$ cat config.mk
export PLATFORM = sky130hd
export DESIGN_NAME = sync_pulse_responder
export DESIGN_NICKNAME = d
export VERILOG_FILES = /design/src/rtl/srsp_pkg.sv /design/src/rtl/srsp_pin_sync.sv /design/src/rtl/srsp_low_timer.sv /design/src/rtl/srsp_reply_fsm.sv /design/src/rtl/sync_pulse_responder.sv
export SDC_FILE = /design/constraint.sdc
export NUM_CORES = 1
export LEC_CHECK = 0
export ABC_AREA = 1
export BUFFER_PORTS_ARGS = -buffer_cell sky130_fd_sc_hd__buf_2
export CAP_MARGIN = 20
export CORE_ASPECT_RATIO = 0.75
export CORE_MARGIN = 1
export CORE_UTILIZATION = 30
export CTS_CLUSTER_DIAMETER = 50
export DETAILED_ROUTE_END_ITERATION = 7
export GPL_TIMING_DRIVEN = 0
export SYNTH_ARGS = -nofsm -noshare
export SYNTH_HDL_FRONTEND = slang
export SYNTH_SLANG_ARGS = --single-unit
$ cat constraint.sdc
create_clock -name clk -period 1.37 [get_ports clk]
set_clock_uncertainty 0.15 [all_clocks]
set_input_delay 0.0685 -clock clk [delete_from_list [all_inputs] [get_ports clk]]
set_output_delay 0.0685 -clock clk [all_outputs]
set_load 0.02 [all_outputs]
$ cat src/rtl/srsp_pkg.sv
package srsp_pkg;
  typedef enum logic [2:0] {
    ST_IDLE,
    ST_WAITHI,
    ST_GUARD,
    ST_REPLY,
    ST_BOOST
  } srsp_state_t;
endpackage

$ cat src/rtl/srsp_pin_sync.sv
module srsp_pin_sync #(
  parameter int SYNC_STAGES = 2
) (
  input  logic clk,
  input  logic rst_n,
  input  logic pin_in,
  output logic pin_lvl,
  output logic pin_prev
);
  logic [SYNC_STAGES-1:0] sff;

  // stage 0 takes the raw pin; later stages shift; idle level is high
  for (genvar i = 0; i < SYNC_STAGES; i++) begin : g_stage
    if (i == 0) begin : g_first
      always_ff @(posedge clk or negedge rst_n) begin
        if (!rst_n) sff[i] <= 1'b1;
        else        sff[i] <= pin_in;
      end
    end else begin : g_next
      always_ff @(posedge clk or negedge rst_n) begin
        if (!rst_n) sff[i] <= 1'b1;
        else        sff[i] <= sff[i-1];
      end
    end
  end

  always_ff @(posedge clk or negedge rst_n) begin
    if (!rst_n) pin_prev <= 1'b1;
    else        pin_prev <= sff[SYNC_STAGES-1];
  end

  assign pin_lvl = sff[SYNC_STAGES-1];
endmodule

$ cat src/rtl/srsp_low_timer.sv
module srsp_low_timer #(
  parameter int LOW_THRESH = 64
) (
  input  logic clk,
  input  logic rst_n,
  input  logic idle,
  input  logic pin_lvl,
  input  logic pin_prev,
  output logic fall,
  output logic req
);
  localparam int CW = $clog2(LOW_THRESH + 1);
  localparam logic [CW-1:0] LAST = CW'(LOW_THRESH - 1);
  localparam logic [CW-1:0] TOP  = CW'(LOW_THRESH);

  logic [CW-1:0] run_q, run_d;

  assign fall = idle && pin_prev && !pin_lvl;

  always_comb begin
    run_d = run_q;
    if (!idle)                          run_d = '0;
    else if (fall)                      run_d = CW'(1);
    else if (pin_lvl)                   run_d = '0;
    else if (run_q != '0 && run_q < TOP) run_d = run_q + CW'(1);
  end

  always_ff @(posedge clk or negedge rst_n) begin
    if (!rst_n) run_q <= '0;
    else        run_q <= run_d;
  end

  assign req = idle && !pin_lvl && (run_q == LAST);

  assert_run_bounded_R2: assert property (@(posedge clk) disable iff (!rst_n)
    run_q <= TOP);
  assert_high_clears_run_R2: assert property (@(posedge clk) disable iff (!rst_n)
    (idle && pin_lvl && !fall) |=> run_q == '0);
endmodule

$ cat src/rtl/srsp_reply_fsm.sv
module srsp_reply_fsm
  import srsp_pkg::*;
#(
  parameter int GUARD_CYC = 16,
  parameter int REPLY_CYC = 128
) (
  input  logic clk,
  input  logic rst_n,
  input  logic req,
  input  logic ack_pend,
  input  logic pin_lvl,
  output logic idle,
  output logic drv_en,
  output logic drv_val,
  output logic busy,
  output logic soft_rst,
  output logic ack_abort
);
  localparam int MAXC = (GUARD_CYC > REPLY_CYC) ? GUARD_CYC : REPLY_CYC;
  localparam int PW   = $clog2(MAXC + 1);
  localparam logic [PW-1:0] G_END = PW'(GUARD_CYC - 1);
  localparam logic [PW-1:0] R_END = PW'(REPLY_CYC - 1);

  srsp_state_t st_q, st_d;
  logic [PW-1:0] ph_q, ph_d;
  logic sr_d, ab_d;

  always_comb begin
    st_d = st_q;
    ph_d = ph_q;
    sr_d = 1'b0;
    ab_d = 1'b0;
    case (st_q)
      ST_IDLE: begin
        ph_d = '0;
        if (req) begin
          st_d = ST_WAITHI;
          sr_d = 1'b1;
          ab_d = ack_pend;
        end
      end
      ST_WAITHI: begin
        ph_d = '0;
        if (pin_lvl) st_d = ST_GUARD;
      end
      ST_GUARD: begin
        if (ph_q == G_END) begin
          st_d = ST_REPLY;
          ph_d = '0;
        end else begin
          ph_d = ph_q + PW'(1);
        end
      end
      ST_REPLY: begin
        if (ph_q == R_END) begin
          st_d = ST_BOOST;
          ph_d = '0;
        end else begin
          ph_d = ph_q + PW'(1);
        end
      end
      ST_BOOST: begin
        st_d = ST_IDLE;
        ph_d = '0;
      end
      default: begin
        st_d = ST_IDLE;
        ph_d = '0;
      end
    endcase
  end

  always_ff @(posedge clk or negedge rst_n) begin
    if (!rst_n) begin
      st_q      <= ST_IDLE;
      ph_q      <= '0;
      soft_rst  <= 1'b0;
      ack_abort <= 1'b0;
    end else begin
      st_q      <= st_d;
      ph_q      <= ph_d;
      soft_rst  <= sr_d;
      ack_abort <= ab_d;
    end
  end

  assign idle    = (st_q == ST_IDLE);
  assign busy    = !idle;
  assign drv_en  = (st_q == ST_REPLY) || (st_q == ST_BOOST);
  assign drv_val = (st_q == ST_BOOST);

  assert_soft_single_R3: assert property (@(posedge clk) disable iff (!rst_n)
    soft_rst |=> !soft_rst);
  assert_abort_with_reset_R4: assert property (@(posedge clk) disable iff (!rst_n)
    ack_abort |-> soft_rst);
  assert_hold_while_low_R5: assert property (@(posedge clk) disable iff (!rst_n)
    (st_q == ST_WAITHI && !pin_lvl) |=> (st_q == ST_WAITHI && !drv_en));
  assert_guard_bounded_R6: assert property (@(posedge clk) disable iff (!rst_n)
    (st_q == ST_GUARD) |-> ph_q <= G_END);
  assert_reply_bounded_R7: assert property (@(posedge clk) disable iff (!rst_n)
    (st_q == ST_REPLY) |-> ph_q <= R_END);
  assert_boost_once_R8: assert property (@(posedge clk) disable iff (!rst_n)
    (drv_en && drv_val) |=> (!drv_en && !busy));
  assert_busy_starts_R9: assert property (@(posedge clk) disable iff (!rst_n)
    $rose(busy) |-> soft_rst);
endmodule

$ cat src/rtl/sync_pulse_responder.sv
module sync_pulse_responder #(
  parameter int SYNC_STAGES = 2,
  parameter int LOW_THRESH  = 64,
  parameter int GUARD_CYC   = 16,
  parameter int REPLY_CYC   = 128
) (
  input  logic clk,
  input  logic rst_n,
  input  logic pin_in,
  input  logic ack_pend,
  output logic drv_en,
  output logic drv_val,
  output logic soft_rst,
  output logic ack_abort,
  output logic cmd_start,
  output logic busy
);
  logic pin_lvl, pin_prev, idle, fall, req;

  srsp_pin_sync #(.SYNC_STAGES(SYNC_STAGES)) u_sync (
    .clk(clk), .rst_n(rst_n), .pin_in(pin_in),
    .pin_lvl(pin_lvl), .pin_prev(pin_prev)
  );

  srsp_low_timer #(.LOW_THRESH(LOW_THRESH)) u_timer (
    .clk(clk), .rst_n(rst_n), .idle(idle),
    .pin_lvl(pin_lvl), .pin_prev(pin_prev),
    .fall(fall), .req(req)
  );

  srsp_reply_fsm #(.GUARD_CYC(GUARD_CYC), .REPLY_CYC(REPLY_CYC)) u_fsm (
    .clk(clk), .rst_n(rst_n), .req(req), .ack_pend(ack_pend),
    .pin_lvl(pin_lvl), .idle(idle), .drv_en(drv_en), .drv_val(drv_val),
    .busy(busy), .soft_rst(soft_rst), .ack_abort(ack_abort)
  );

  assign cmd_start = fall;

  assert_release_after_boost_R8: assert property (@(posedge clk) disable iff (!rst_n)
    $fell(busy) |-> $past(drv_en && drv_val));
  assert_no_start_busy_R11: assert property (@(posedge clk) disable iff (!rst_n)
    busy |-> !cmd_start);
endmodule

==> out/results.txt, run 1 <==
The number of instances in the synthesized netlist is 149. The die is 57.5 um tall. The minimum clock period was 1.55 ns; the distinct cell type count of the synthesized netlist was 28. In this run the clock root is driven by a sky130_fd_sc_hd__clkbuf_8. The last weighted congestion value of the routability-driven placer is 0.851. Detailed placement finished with a half-perimeter wire length of 1710 um.

Sequential-to-total area share from yosys stat: 47.0%. The flow ran to the end, but the final reports show violations. In this run, synthesis inferred 0 flip-flops with an integrated enable. The tools report the setup TNS after final layout as -2.10 ns. The number of H-tree branching levels came out at 1. Wires add up to 2680 um. Entering global routing, the biggest net connects 24 pins. The total area inside the core boundary comes to 3800 um^2. The post-detailed-route via-to-cell ratio works out to 4.49. Dividing the detail-routed wire length by the instance count gives 11.0 um. Clock-pin slew was measured on the worst setup and hold paths at 0.08 ns. In the finished design, the share of the clock period the worst path needs comes to 113%. The run gives 0 as the number of antenna violations at the first check in global routing.

After global routing the overflow that remains totals 0. TritonCTS built the clock tree. Measured against its own limit, the worst slew margin works out to 66.4%. The largest buffer count on any clock path was 2; the top fanout value on the critical path was 5.

The detailed router finished its first iteration with 43 violations. The highest attainable clock frequency was 0.644 GHz; the total instance count after detailed placement was 210. The Yosys step of the flow raised 0 warnings. The synthesis-to-finish area growth was 47.7%. Mean instance size in the synthesized netlist: 8.28 um^2.

The post-detailed-route count of antenna-violating nets is 0, and the standard cell area after detailed placement is 1370 um^2. The cell area that synthesis handed to floorplanning was 1230 um^2. The die covers 4380 um^2. The ratio of total power to cell area is 726 nW/um^2. At the pin with the least slew margin, the transition time is 0.504 ns.

The worst vdd rail ir drop came out at 0.373 mV. The tightest min-delay check is of the primary input to asynchronous set/reset pin type. The run gives 0 as the reported max-cap violation count. For this run, the leading register cell type out of synthesis is sky130_fd_sc_hd__dfrtp_1. Setup repair after global routing could not meet its margin everywhere. The initial core utilization was 32.4%; the final routed DRC violation total was 0.

For the count of placed standard cells in the final layout, fillers left out, the log shows 243. In the layout the commonest cells are sky130_fd_sc_hd__nand2_1, sky130_fd_sc_hd__buf_4, sky130_fd_sc_hd__dfrtp_1, sky130_fd_sc_hd__nor2_1, sky130_fd_sc_hd__inv_1. Counting the buffers created by CTS gives 3. Once layout is done, the placed cells without fillers occupy 1820 um^2. Final count of hold timing violations: 0.

10 I/O pins were placed. Data on the critical path arrives at its endpoint at 1.59 ns. The tools report the total of endpoints with negative setup slack in the final report as 19. Of the cells placed in the final design, the portion with a size suffix greater than 1 is 48.7%.

At the end of the flow the core is filled with cells to 47.9%. Total inserted antenna cells: 0. STA classifies the critical path endpoint as a flop.

For the data required time of the worst path, the log shows 1.41 ns. The worst setup path is launched from a flop. Leaving out fill and tap cells, the most frequent cell in the layout is sky130_fd_sc_hd__nand2_1. At the later pin of the worst-skew pair, clock insertion delay measures 0.26 ns.

The total count of max-transition violations in the final report was 0. The worst setup path is of the flop to flop kind. The design draws 1320 uW.

The final worst-path setup slack is -0.183 ns, and the number of buffers added on ports is 9. Final-stage net count: 199. The first global-routing pass estimated 4390 um of wire. The share of synthesized flip-flops with an asynchronous set or reset was 100%; the total number of vias was 1090. The total iterations of the first detailed-routing run was 4; the filler cell count in the final layout was 352. The run gives 156 as the synthesized netlist net count.

Summed over all cells, the static leakage comes to 0.000812 uW. The overall die width came out at 76.0 um. The initialized floorplan defines 19 standard-cell rows. Synthesis inferred 23 register bits. The via count of the first global-routing pass is 966. The checks that failed: setup timing. Across every metal layer, demand over resource in global routing totals 13.0%. The clock drives 23 sinks.
sequential cells by signal, summed over array words and instances (netlist names):
register	cells
u_fsm.ph_q	8
u_sync.pin_lvl	1
u_sync.sff	1
u_timer.run_q	7
u_sync.pin_prev	1
u_fsm.soft_rst	1
u_fsm.ack_abort	1
u_fsm.st_q	3
per-stage QoR:
step	hold slack, ns	worst slack (ns)
3_5_place_dp	-0.0761	-0.202
3_3_place_gp	-0.0720	-0.189
2_1_floorplan	-0.377	-0.0687
5_1_grt	0.212	-0.272
6_report	0.151	-0.183
4_1_cts	0.166	-0.146
critical path: stages (launching register included):
cell	delay, ns
sky130_fd_sc_hd__dfrtp_1	0.44
sky130_fd_sc_hd__inv_1	0.14
sky130_fd_sc_hd__nand2_1	0.07
sky130_fd_sc_hd__nor2_1	0.13
sky130_fd_sc_hd__o21ai_1	0.10
sky130_fd_sc_hd__nand2_2	0.11
sky130_fd_sc_hd__inv_4	0.06
sky130_fd_sc_hd__buf_12	0.13
sky130_fd_sc_hd__nor3b_2	0.14
what timing repair did:
action,CTS,global route
gates resized for setup,17,31
hold buffers,3,0
buffers inserted,19,9
endpoints found under the hold margin,25,0
pin swaps,10,20
endpoints found under the setup margin,21,23
per-layer routing:
layer / wire, um / track usage, %
met1: 1320 / 18.4
met2: 1200 / 19.2
met3: 118 / 3.04
met4: 39 / 4.95
met5: 0 / 0
cells by family after synthesis:
logic type / after synthesis / share of synthesized area, %
buffers and inverters: 23 / 7.30
xor gates and xnor gates: 5 / 3.55
DFF: 23 / 47.0
and+or+nand+nor: 84 / 33.9
adders and majority gates: 3 / 3.04
AOI/OAI and AO/OA: 11 / 5.27
cell usage after synthesis, types with 3 or more instances:
master,count,area [um^2]
sky130_fd_sc_hd__dfstp_2,3,78.8
sky130_fd_sc_hd__inv_2,4,15.0
sky130_fd_sc_hd__nand3_1,11,55.1
sky130_fd_sc_hd__dfrtp_1,20,500
sky130_fd_sc_hd__inv_1,17,63.8
sky130_fd_sc_hd__a21oi_1,4,20.0
sky130_fd_sc_hd__nor2_1,23,86.3
sky130_fd_sc_hd__ha_1,3,37.5
sky130_fd_sc_hd__nand4_1,3,18.8
sky130_fd_sc_hd__nor2_2,5,31.3
sky130_fd_sc_hd__nand2_1,29,109
sky130_fd_sc_hd__xor2_1,3,26.3
sky130_fd_sc_hd__nand2_2,5,31.3
power by group:
part,internal [uW],total (uW),switching (uW)
clock network,208,414,207
registers,695,711,16.0
logic,91.4,197,106
total,994,1320,329
cell type report:
cell class / count / area, um^2 / area share (%)
multi-input cells: 103 / 722 / 39.6
clock buffers: 4 / 45.0 / 2.47
repair buffers: 38 / 315 / 17.3
well taps: 52 / 65.1 / 3.57
flip-flops and latches: 23 / 582 / 31.9
inverters: 23 / 92.6 / 5.08
worst paths after layout:
check,endpoint,start,slack (ns),cells past startpoint
hold / removal,u_timer.run_q[1],rst_n,0.15,2
max in group asynchronous,u_timer.run_q[0],rst_n,0.56,2
min in group clk,u_sync.pin_lvl,u_sync.sff[0],0.21,0
hold reg to reg,u_sync.pin_lvl,u_sync.sff[0],0.21,0
setup reg to reg,u_fsm.ph_q[3],u_fsm.st_q[2],-0.18,8
setup / recovery,u_fsm.ph_q[3],u_fsm.st_q[2],-0.18,8
No activity file was read; power rests on OpenSTA's default activity.
==> run 2, diff against run 1 <==
--- a/config.mk
+++ b/config.mk
@@ -5,14 +5,13 @@
 export SDC_FILE = /design/constraint.sdc
 export NUM_CORES = 1
 export LEC_CHECK = 0
-export ABC_AREA = 1
-export BUFFER_PORTS_ARGS = -buffer_cell sky130_fd_sc_hd__buf_2
 export CAP_MARGIN = 20
 export CORE_ASPECT_RATIO = 0.75
 export CORE_MARGIN = 1
 export CORE_UTILIZATION = 30
 export CTS_CLUSTER_DIAMETER = 50
 export DETAILED_ROUTE_END_ITERATION = 7
+export DONT_BUFFER_PORTS = 1
 export GPL_TIMING_DRIVEN = 0
 export SYNTH_ARGS = -nofsm -noshare
 export SYNTH_HDL_FRONTEND = slang
==> out/results.txt, run 2 <==
For the core outline area, the log shows 3400 um^2. The count of standard-cell rows was 18; the initial core utilization was 32.4%. At the end of the flow, the number of nets in the layout was 149. In the routed design, unresolved DRC markers number 0. The total overflow left after global routing is 0.

The clock sink total was 23. The commonest non-fill, non-tap cell in the layout is sky130_fd_sc_hd__buf_4. The tools report the total of endpoints with negative setup slack in the final report as 22.

For this design the static power due to leakage is 0.000672 uW. For the highest attainable clock frequency, the log shows 0.592 GHz. Yosys instantiated no cell more often than sky130_fd_sc_hd__dfrtp_1. The via count of the first global-routing pass was 957. Of the total power, registers draw 58.1%. The first global-routing pass estimated 4490 um of wire. Yosys printed 0 warnings. Across the VDD grid, the largest voltage drop is 0.275 mV. By count the netlist is led by sky130_fd_sc_hd__dfrtp_1, sky130_fd_sc_hd__inv_1, sky130_fd_sc_hd__nor3_1, sky130_fd_sc_hd__o21ai_0, sky130_fd_sc_hd__or3_1.

The worst setup path is of the flop to flop kind. Across the run, the number of max-cap violations was 0. At the pin with the least slew margin, the transition time is 0.350 ns.

Including well taps, the total number of placed cells is 156. The largest registers in the layout are u_fsm.ph_q (8), u_timer.run_q (7), u_fsm.st_q (3). STA classifies the critical path endpoint as a flop.

For the setup TNS after final layout, the log shows -5.03 ns. Combinational logic is responsible for 7.1% of the overall power. Aggregate global-route resource usage: 15.9%. The footprint of the flip-flops and latches is 582 um^2. The run finished, with violations left. The multi-input combinational cells in the finished layout cover a total of 638 um^2. After synthesis, the netlist uses 33 different library cells. The fraction of layout cells with a size suffix above 1 is 41.8%. The largest register by flop count is u_fsm.ph_q. The largest family of logic cells by synthesized area is simple AND/OR/NAND/NOR gates. The logs give 1.36 ns for the data required time of the worst path and 52.6% for the sequential-to-total area share from yosys stat. Multiplexer cells account for 0% of the synthesized area. The checks that failed: setup timing. The overall die width came out at 72.0 um. Setup repair after global routing could not meet its margin everywhere. The die covers 3920 um^2. In the routed layout, each cell is associated on average with a via count of 5.25. Once detail routing completed, the nets flagged for antenna violations numbered 0. Data arrives at the worst endpoint at 1.68 ns.

The normalized max-slew margin is 76.6%, and the total wire length is 2890 um. The total inserted antenna cells was 0. The finished layout holds 191 standard cells, fillers aside. For the insertion delay to the later sink of the worst-skew pair, the log shows 0.27 ns. The xor and xnor area share after synthesis works out to 3.98%. The minimum clock period works out to 1.69 ns. For this design the total switching power over the nets is 272 uW.

The ratio of total power to cell area is 733 nW/um^2. Of all flip-flops after synthesis, the portion carrying an async set or reset was 100%. For this block, the initial DRC count from the detailed router was 47.

The wire-length estimate of the detail-placed layout is 1560 um. The biggest area contributor in the post-synthesis netlist is sky130_fd_sc_hd__dfrtp_1. Of the total synthesized cell area, the portion taken by full adders, half adders and majority gates is 3.41%. Top-level I/O count: 10.

The synthesis-to-finish area growth came out at 49.4%. The congestion estimate from routability-driven global placement came to 0.819. By area the synthesized netlist is led by sky130_fd_sc_hd__dfrtp_1, sky130_fd_sc_hd__dfstp_2, sky130_fd_sc_hd__ha_1, sky130_fd_sc_hd__or3_1, sky130_fd_sc_hd__nor3_1.

Clock-pin slew was measured on the worst setup and hold paths at 0.08 ns. The portion of total power attributed to the clock network is 34.8%, and the synthesized-area fraction occupied by ao, oa, aoi and oai cells is 12.8%. Counting every instance in the synthesized netlist gives 106.

The number of H-tree branching levels is 1, and the number of buffers added on ports is 0. Summing the areas of all and, or, nand and nor instances in the mapped netlist gives 24.4% of the synthesized area. The first detailed-routing pass ran for 4 iterations.

The final worst-path setup slack came out at -0.319 ns. In the layout the commonest cells are sky130_fd_sc_hd__buf_4, sky130_fd_sc_hd__dfrtp_1, sky130_fd_sc_hd__inv_1, sky130_fd_sc_hd__o21ai_0, sky130_fd_sc_hd__or3_1. Clock tree synthesis selected as its root buffer the cell sky130_fd_sc_hd__clkbuf_8. The height of the chip works out to 54.5 um. The routed length per instance was 15.1 um; the mean instance size in the synthesized netlist was 10.4 um^2. After synthesis the cells add up to 1100 um^2. In this run, CTS created clock tree buffers numbering 3. The utilization of the core after routing was 48.4%; the switching part of the total power was 22.5%. The worst hold path belongs to the class primary input to flop.

Of the available clock period, the critical path in the final layout requires 123%. TritonCTS built the clock tree. Counting flops and latches in the post-synthesis netlist gives 23.

The tools report the pin count of the biggest net entering global routing as 24. The register with the most flip-flops in the layout has 8 of them. The tools report the largest buffer count on any clock path as 2.

For this run, the leading register cell type out of synthesis is sky130_fd_sc_hd__dfrtp_1. The number of antenna violations at the first check in global routing is 0. The synthesized design devotes to its leading area cell type 45.5% of total area. The logs give 113 for the synthesized netlist net count and 298 for the filler cell count in the final layout. The logs give 1002 for the total number of vias and 934 uW for the internal power.

The number of synthesized flops with an enable pin came out at 0. The category of the worst setup path launch point was a flop. The top fanout value on the critical path was 7; the final count of hold timing violations was 0. The total count of max-transition violations in the final report came out at 0.
[run 2: changes by cell type in the layout (fill, tap and decap cells not counted), sizes merged, moves of 2 or more]
cell | before | now
nor2 | 29 | 3
nand2 | 36 | 5
buf | 35 | 27
nand3 | 11 | 4
or4 | 0 | 2
nor2b | 0 | 2
inv | 22 | 8
o21ai | 4 | 8
nor4 | 0 | 3
nand4b | 0 | 3
nand2b | 0 | 2
nand4 | 3 | 1
or3 | 0 | 7
nor3 | 2 | 7
[run 2: metal layers]
layer  vias to the layer above  wire, um  global-route usage (%)
met5                         -         0                       0
met2                        29      1360                    27.4
met4                         0       127                    8.82
met3                        12        97                    4.79
met1                       494      1310                    18.2
li1                        467         -                       -
[run 2: final timing paths]
kind | from | end | slack, ns | cells after the start
hold reg to reg | u_sync.sff[0] | u_sync.pin_lvl | 0.21 | 0
hold / removal | pin_in | u_sync.sff[0] | 0.20 | 1
max in group asynchronous | rst_n | u_sync.pin_lvl | 0.06 | 3
setup / recovery | u_fsm.ph_q[4] | u_fsm.ph_q[7] | -0.32 | 5
min in group asynchronous | rst_n | u_timer.run_q[1] | 0.52 | 2
setup reg to reg | u_fsm.ph_q[4] | u_fsm.ph_q[7] | -0.32 | 5
[run 2: repair_timing]
item / CTS / global route
setup buffers: 20 / 7
setup endpoints to repair: 23 / 23
resized for setup: 23 / 3
hold buffers: 3 / 1
endpoints found under the hold margin: 25 / 4
pin swaps: 13 / 8
[run 2: cell families after synthesis]
kind of cell / after synthesis
buffers and inverters: 8
AOI/OAI and AO/OA: 22
adders and majority gates: 3
and+or+nand+nor: 45
xor gates and xnor gates: 5
DFF: 23
[run 2: final cells by class]
type,instances,area share [%]
clock inverter,1,0.304
tap,50,3.80
inverter,8,1.83
timing repair buffer,31,17.4
multi-input combinational,75,38.8
sequential,23,35.4
clock buffer,3,2.51
[run 2: stage by stage]
| step | area, um^2 | setup WS [ns] | power (uW) | hold slack [ns] |
|---|---|---|---|---|
| 2_1_floorplan | 1140 | -0.299 | 742 | -0.377 |
| 3_3_place_gp | 1210 | -0.354 | 750 | -0.376 |
| 3_5_place_dp | 1210 | -0.359 | 752 | -0.376 |
| 4_1_cts | 1560 | -0.299 | 1210 | 0.188 |
| 5_1_grt | 1650 | -0.363 | 1270 | 0.181 |
| 6_report | 1650 | -0.319 | 1210 | 0.198 |
[run 2: critical path, cell delays in order, from the launching register on]
cell                       delay, ns
sky130_fd_sc_hd__dfrtp_1        0.40
sky130_fd_sc_hd__or4_4          0.53
sky130_fd_sc_hd__buf_4          0.15
sky130_fd_sc_hd__o21ai_4        0.13
sky130_fd_sc_hd__buf_12         0.14
sky130_fd_sc_hd__a211oi_2       0.05
[run 2: power groups by stage]
| stage | clock (uW) | sequential, uW | combinational, uW |
|---|---|---|---|
| final | 419 | 701 | 85.9 |
| after global routing | 471 | 702 | 94.2 |
| after floorplan | 0 | 713 | 29.4 |
| after detailed placement | 0 | 716 | 35.5 |
| after global placement | 0 | 716 | 34.0 |
| after CTS | 439 | 700 | 73.7 |
